<file path="src/rtl/sfm_pkg.sv">
package sfm_pkg;
  localparam int WORD_W   = 16;
  localparam int DIV_W    = 16;
  localparam int CTL_BITS = 13;

  localparam int B_MSBF = 4;
  localparam int B_CPHA = 5;
  localparam int B_CPOL = 6;
  localparam int B_SRST = 7;
  localparam int B_MSTR = 8;
  localparam int B_EN   = 9;
  localparam int B_LOOP = 10;
  localparam int B_TXFE = 11;
  localparam int B_RXFE = 12;

  localparam logic [2:0] A_DIV  = 3'd0;
  localparam logic [2:0] A_TX   = 3'd1;
  localparam logic [2:0] A_RX   = 3'd2;
  localparam logic [2:0] A_CTL  = 3'd3;
  localparam logic [2:0] A_IEN  = 3'd4;
  localparam logic [2:0] A_MODE = 3'd6;

  // half-period length in system cycles; zero stands for the full range
  function automatic logic [DIV_W:0] half_len(input logic [DIV_W-1:0] d);
    return (d == '0) ? {1'b1, {DIV_W{1'b0}}} : {1'b0, d};
  endfunction

  // word bit carried by serial bit k
  function automatic logic [3:0] bit_pos(input logic [3:0] k, input logic [3:0] wm1,
                                         input logic msbf);
    return msbf ? (wm1 - k) : k;
  endfunction
endpackage

</file>
<file path="src/rtl/sfm_fifo.sv">
module sfm_fifo #(
  parameter int W = 16,
  parameter int DEPTH = 8,
  localparam int CW = $clog2(DEPTH + 1),
  localparam int AW = (DEPTH > 1) ? $clog2(DEPTH) : 1
) (
  input  logic          clk,
  input  logic          rst_n,
  input  logic          flush,
  input  logic          single,
  input  logic          push,
  input  logic          pop,
  input  logic [W-1:0]  din,
  output logic [W-1:0]  dout,
  output logic [CW-1:0] count,
  output logic          full,
  output logic          empty
);
  logic [W-1:0]  mem [DEPTH];
  logic [AW-1:0] wp, rp;
  logic          do_push, do_pop;

  function automatic logic [AW-1:0] adv(input logic [AW-1:0] p);
    return (p == AW'(DEPTH - 1)) ? '0 : p + AW'(1);
  endfunction

  assign empty   = (count == '0);
  assign full    = single ? !empty : (count == CW'(DEPTH));
  assign do_push = push && !full;
  assign do_pop  = pop && !empty;
  assign dout    = mem[rp];

  always_ff @(posedge clk or negedge rst_n) begin
    if (!rst_n) begin
      wp <= '0; rp <= '0; count <= '0;
    end else if (flush) begin
      wp <= '0; rp <= '0; count <= '0;
    end else begin
      if (do_push) wp <= adv(wp);
      if (do_pop)  rp <= adv(rp);
      count <= count + CW'(do_push) - CW'(do_pop);
    end
  end

  always_ff @(posedge clk) begin
    if (do_push && !flush) mem[wp] <= din;
  end
endmodule

</file>
<file path="src/rtl/sfm_shift.sv">
module sfm_shift
  import sfm_pkg::*;
(
  input  logic              clk,
  input  logic              rst_n,
  input  logic              run,
  input  logic              cpol,
  input  logic              cpha,
  input  logic              msbf,
  input  logic              loop,
  input  logic [3:0]        wm1,
  input  logic [DIV_W-1:0]  div,
  input  logic              tx_avail,
  input  logic [WORD_W-1:0] tx_word,
  input  logic              miso,
  output logic              tx_pop,
  output logic              rx_push,
  output logic [WORD_W-1:0] rx_word,
  output logic              sck,
  output logic              mosi,
  output logic              busy,
  output logic              tick
);
  logic [DIV_W:0]    cnt, hl;
  logic [4:0]        ph;
  logic [WORD_W-1:0] txs, rxs;
  logic [3:0]        pos;
  logic              last, rx_in, start;

  assign hl      = half_len(div);
  assign tick    = busy && (cnt == hl - 1'b1);
  assign last    = (ph == {wm1, 1'b1});
  assign pos     = bit_pos(ph[4:1], wm1, msbf);
  assign mosi    = busy & txs[pos];
  assign sck     = cpol ^ (busy & (ph[0] ^ cpha));
  assign rx_in   = loop ? mosi : miso;
  assign start   = run && !busy && tx_avail;
  assign rx_push = run && tick && last;
  assign tx_pop  = start || (rx_push && tx_avail);
  assign rx_word = rxs;

  always_ff @(posedge clk or negedge rst_n) begin
    if (!rst_n) begin
      busy <= 1'b0; cnt <= '0; ph <= '0; txs <= '0; rxs <= '0;
    end else if (!run) begin
      busy <= 1'b0; cnt <= '0; ph <= '0;
    end else if (!busy) begin
      if (tx_avail) begin
        busy <= 1'b1; cnt <= '0; ph <= '0; txs <= tx_word; rxs <= '0;
      end
    end else if (tick) begin
      cnt <= '0;
      if (!ph[0]) rxs[pos] <= rx_in;
      if (last) begin
        ph <= '0;
        if (tx_avail) begin
          txs <= tx_word; rxs <= '0;
        end else begin
          busy <= 1'b0;
        end
      end else begin
        ph <= ph + 5'd1;
      end
    end else begin
      cnt <= cnt + 1'b1;
    end
  end
endmodule

</file>
<file path="src/rtl/spi_fifo_master.sv">
module spi_fifo_master
  import sfm_pkg::*;
#(
  parameter int DEPTH = 8,
  localparam int CW = $clog2(DEPTH + 1)
) (
  input  logic        clk,
  input  logic        rst_n,
  input  logic        bus_en,
  input  logic        bus_we,
  input  logic [4:0]  bus_addr,
  input  logic [31:0] bus_wdata,
  output logic [31:0] bus_rdata,
  output logic        sck,
  output logic        mosi,
  input  logic        miso,
  output logic        irq
);
  logic [DIV_W-1:0]    div_q;
  logic [CTL_BITS-1:0] ctl_q;
  logic                ien_q, mode_q, ovf_q;
  logic [2:0]          a;
  logic                wr, rd, srst, run, cpol;
  logic                tx_pop, tx_empty, tx_full, rx_push, rx_full, rx_empty, rx_rd, rx_drop;
  logic                busy, tick;
  logic [WORD_W-1:0]   tx_dout, rx_dout, rx_word;
  logic [CW-1:0]       tx_count, rx_count;
  logic                unused_bits;

  assign a     = bus_addr[4:2];
  assign wr    = bus_en && bus_we;
  assign rd    = bus_en && !bus_we;
  assign rx_rd = rd && (a == A_RX);
  assign srst  = ctl_q[B_SRST];
  assign cpol  = ctl_q[B_CPOL];
  assign run   = ctl_q[B_EN] && ctl_q[B_MSTR] && !srst;
  assign rx_drop = rx_push && rx_full;
  assign irq   = ien_q && !busy && tx_empty;
  assign unused_bits = &{1'b0, bus_wdata[31:16], bus_addr[1:0], tx_full};

  always_ff @(posedge clk or negedge rst_n) begin
    if (!rst_n) begin
      div_q <= '0; ctl_q <= '0; ien_q <= 1'b0; mode_q <= 1'b0;
    end else if (wr) begin
      case (a)
        A_DIV:   div_q  <= bus_wdata[DIV_W-1:0];
        A_CTL:   ctl_q  <= bus_wdata[CTL_BITS-1:0];
        A_IEN:   ien_q  <= bus_wdata[2];
        A_MODE:  mode_q <= bus_wdata[0];
        default: ;
      endcase
    end
  end

  always_ff @(posedge clk or negedge rst_n) begin
    if (!rst_n)       ovf_q <= 1'b0;
    else if (srst)    ovf_q <= 1'b0;
    else if (rx_drop) ovf_q <= 1'b1;
    else if (rx_rd)   ovf_q <= 1'b0;
  end

  always_comb begin
    case (a)
      A_DIV:   bus_rdata = {16'h0, div_q};
      A_RX:    bus_rdata = {15'h0, ovf_q, (rx_empty ? 16'h0 : rx_dout)};
      A_CTL:   bus_rdata = {{(32-CTL_BITS){1'b0}}, ctl_q};
      A_IEN:   bus_rdata = {29'h0, ien_q, 2'b00};
      A_MODE:  bus_rdata = {31'h0, mode_q};
      default: bus_rdata = 32'h0;
    endcase
  end

  sfm_fifo #(.W(WORD_W), .DEPTH(DEPTH)) u_txq (
    .clk(clk), .rst_n(rst_n), .flush(srst), .single(!ctl_q[B_TXFE]),
    .push(wr && (a == A_TX)), .pop(tx_pop), .din(bus_wdata[WORD_W-1:0]),
    .dout(tx_dout), .count(tx_count), .full(tx_full), .empty(tx_empty));

  sfm_fifo #(.W(WORD_W), .DEPTH(DEPTH)) u_rxq (
    .clk(clk), .rst_n(rst_n), .flush(srst), .single(!ctl_q[B_RXFE]),
    .push(rx_push), .pop(rx_rd), .din(rx_word),
    .dout(rx_dout), .count(rx_count), .full(rx_full), .empty(rx_empty));

  sfm_shift u_eng (
    .clk(clk), .rst_n(rst_n), .run(run), .cpol(cpol), .cpha(ctl_q[B_CPHA]),
    .msbf(ctl_q[B_MSBF]), .loop(ctl_q[B_LOOP]), .wm1(ctl_q[3:0]), .div(div_q),
    .tx_avail(!tx_empty), .tx_word(tx_dout), .miso(miso),
    .tx_pop(tx_pop), .rx_push(rx_push), .rx_word(rx_word),
    .sck(sck), .mosi(mosi), .busy(busy), .tick(tick));
endmodule

</file>
<file path="config.mk">
export PLATFORM = sky130hd
export DESIGN_NAME = spi_fifo_master
export DESIGN_NICKNAME = d
export VERILOG_FILES = /design/src/rtl/sfm_pkg.sv /design/src/rtl/sfm_fifo.sv /design/src/rtl/sfm_shift.sv /design/src/rtl/spi_fifo_master.sv
export SDC_FILE = /design/constraint.sdc
export NUM_CORES = 1
export LEC_CHECK = 0
export BUFFER_PORTS_ARGS = -buffer_cell sky130_fd_sc_hd__buf_2
export CAP_MARGIN = 40
export CORE_ASPECT_RATIO = 1.4
export CORE_MARGIN = 4
export CORE_UTILIZATION = 65
export CTS_CLUSTER_SIZE = 30
export DETAILED_ROUTE_END_ITERATION = 16
export GPL_TIMING_DRIVEN = 0
export PLACE_DENSITY = 0.81
export SYNTH_ARGS = -nofsm -noshare
export SYNTH_HDL_FRONTEND = slang
export SYNTH_SLANG_ARGS = --single-unit
</file>
<file path="constraint.sdc">
create_clock -name clk -period 13.1 [get_ports clk]
set_clock_uncertainty 0.2 [all_clocks]
set_input_delay 0 -clock clk [delete_from_list [all_inputs] [get_ports clk]]
set_output_delay 0 -clock clk [all_outputs]
set_load 0.005 [all_outputs]
</file>
==> results.toml <==
[synth]
synthFlopType = "edfxtp_1"
synth_area_leader_cell = "edfxtp_1"
synthArstFlopShare = 0.295
synth_top_area_frac = 0.460
ys_top_cells_by_area = "edfxtp_1 46%, dfrtp_1 16%, mux4_2 8.6%, mux2i_1 2.8%, mux2_2 2.1%"
yosys-top-cells-count = "256 x edfxtp_1, 107 x dfrtp_1, 64 x mux4_2"
yosysWarnings = 0
synth_edf_count = 256
synth.avg_cell_area_um2 = 14.4
synth-seq-cells = 363
ys_types = 74
yosysMostFrequentCell = "edfxtp_1"
syn_inst = 1159
seq_area_frac_synth = 0.620
netlist_area_um2 = 16700

[floorplan]
die_area_um2 = 28400
io_pins = 77
die_y_um = 198
start_util = 0.658
die_x_um = 144
core-area_um2 = 25400
rows = 69

[setup_path]
startpoint = "div_q[0]"
cp.arrival_ns = 5.82
cp_slowest_cell = "or4_4"
critical_path.cell_chain = "inv_1 > ha_1 > buf_2 > nor3b_2 > nand2_1 > a2111oi_1 > nand4_1 > or4_4 > a2111oi_4 > or2_1 > buf_6 > buf_6 > ha_1 > inv_1 > ha_1 > fa_1 > xnor2_1 > nor2_1"
start_kind = "register"
crit_path_end_kind = "register"
reg2reg_from = "div_q[0]"
slowest_delay_ns = 0.63
criticalPathCategory = "register to register"
cpMostUsedCell = "ha_1"
required_ns = 13.27
path_max_fanout = 10

[clock_tree]
ctsResizeCount = 0
cts_tree = "done"
path_clk_slew_ns = 0.06
cts_buffers = 34
root_buffer = "clkbuf_16"
clockBufferDepth = 3
worstSkewPairLatency_ns = 0.51
htree_levels = 2
cts.sinks = 363

[global_routing]
grt_start_max_net_pins = 44
overflow = 0
grt_pass1_vias = 11000
antenna_found_initial = 0
grt_pass1_wl_um = 64500
grtUsageTotal = 0.302

[timing]
whs_ns = 0.130
hold_viol = 0
min_period_ns = 5.65
rsz0062_at_grt = "false"
setup_violations = 0
setup-tns-final_ns = 0
max_freq_mhz = 177
worst-slew-pin-transition_ns = 0.926
slew_violations = 0
post-route-period-util = 0.431
relSlewSlack = 0.376

[route]
drt_iter0_markers = 1015
routed_via_density = 6.52
routedWlPerCell_um = 25.0
routed_wl_um = 41300
drtAntennaViolNets = 0
drc_errors = 0
vias = 10800
drt_pass1_iterations = 6

[power_and_ir_drop]
switching_share = 0.264
power_switching_mw = 0.726
seqPwrFrac = 0.483
vdd_ir_drop_max_v = 0.000147
clkPwrFrac = 0.362
p_leak_nw = 7.00
power.internal_mw = 2.02
powerDensity_nw_per_um2 = 143
combPwrFrac = 0.155

[placement]
place_hpwl_um = 29900
gp_congestion = 1.03
dp_cells = 1566
port_buffers = 42

[final_layout]
syn2layout_area_growth_pct = 14.8
fin_nets = 1383
fin_cells = 1654
antenna_cells = 0
drive_gt1_frac = 0.208

[min_path]
hold_path_class = "input port to register"
worstHoldStart = "miso"

[run_status]
status = "finished, final reports clean"

[job]
maxCapViolations = 0
power groups by stage:
stage | Combinational, mW | Sequential (mW) | Clock, mW
after CTS | 0.418 | 1.32 | 1.00
after global routing | 0.463 | 1.33 | 1.06
after detailed placement | 0.407 | 1.35 | 0
final | 0.425 | 1.33 | 0.993
after floorplan | 0.285 | 1.32 | 0
after global placement | 0.389 | 1.35 | 0
critical path: cells and delay by family (launching register included):
family                     cells  cell delay (ns)
AOI/OAI and AO/OA              2             1.01
xor gates and xnor gates       1             0.22
adders and majority gates      4             0.94
buffers and inverters          5             0.77
DFF                            1             0.47
and+or+nand+nor                6             1.89
state kept, by name, summed over array words and instances, names as in the netlist, 3 cells and up:
register       cells
u_txq.wp           3
u_txq.count        4
ctl_q             13
u_txq.rp           3
u_eng.rx_word     16
u_eng.txs         16
u_eng.ph           5
u_eng.cnt         17
u_rxq.mem        128
u_rxq.count        4
u_txq.mem        128
u_rxq.rp           3
u_rxq.wp           3
div_q             16
area by class of cell:
| cell class | count | area, µm² |
|---|---|---|
| Buffer | 74 | 384 |
| Tap cell | 319 | 399 |
| Clock inverter | 16 | 173 |
| Sequential cell | 363 | 10400 |
| Timing Repair Buffer | 102 | 831 |
| Fill cell | 1593 | 6190 |
| Multi-Input combinational cell | 704 | 5960 |
| Clock buffer | 44 | 951 |
| Inverter | 32 | 120 |
cell families (layout without fill, tap and decap cells):
kind of cell | Yosys count | count (layout) | share of synthesized area
flip-flops | 363 | 363 | 0.620
multiplexers | 142 | 142 | 0.135
buffers and inverters | 106 | 268 | 0.0302
AND/OR/NAND/NOR | 276 | 276 | 0.0865
AO/OA/AOI/OAI | 209 | 209 | 0.0869
XOR/XNOR | 32 | 32 | 0.0168
adder cells (fa/ha/maj) | 30 | 30 | 0.0238
other | 1 | 15 | 0.000224
cells in the final DEF (no fill, tap or decap), drive strengths merged, types with 8 or more instances in the layout:
cell type and count:
o22ai 16, xnor2 20, buf 111, nor2 58, clkbuf 84, clkinv 9, xor2 12, edfxtp 256
nand3 14, mux2 32, o211ai 11, a21oi 31, mux2i 46, a32o 18, dfrtp 107, conb 15
or3 9, nand2 61, a22oi 12, o21ai 59, nor3 37, ha 27, nor2b 15, nand4 23
a2111oi 8, inv 34, a21o 10, mux4 64, o311ai 10, dlygate4sd3 25, nand2b 13
worst paths after layout:
kind / slack (ns) / end / depth (start not counted)
min: 0.13 / u_eng.rx_word[15] / 5
min in group asynchronous: 0.38 / div_q[0] / 4
max reg2reg: 7.45 / u_txq.count[2] / 18
min reg2reg: 0.33 / mode_q / 1
max: 7.45 / u_txq.count[2] / 18
max in group asynchronous: 11.84 / u_rxq.count[2] / 5
per-stage QoR:
| step | cell area, µm² | utilization | power (mW) | setup WS [ns] |
|---|---|---|---|---|
| floorplan | 16800 | - | 1.61 | 7.92 |
| global placement | 17400 | 0.684 | 1.74 | 5.16 |
| detailed placement | 17800 | 0.700 | 1.75 | 7.55 |
| CTS | 19200 | 0.755 | 2.75 | 7.50 |
| global route | 19200 | 0.756 | 2.85 | 7.16 |
| finish | 19200 | 0.756 | 2.74 | 7.45 |
per-layer routing:
metal | wire (µm) | GRT usage | vias up
met5 | 0 | 0 | -
li1 | - | - | 4800
met4 | 2150 | 0.137 | 0
met3 | 2160 | 0.0317 | 120
met2 | 22100 | 0.531 | 444
met1 | 14900 | 0.378 | 5417
timing repair:
action,4_1_cts,5_1_grt
hold endpoints to repair,273,0
hold buffers,26,0
setup buffers,0,0
Note: power is estimated with default switching activity, not from simulation.
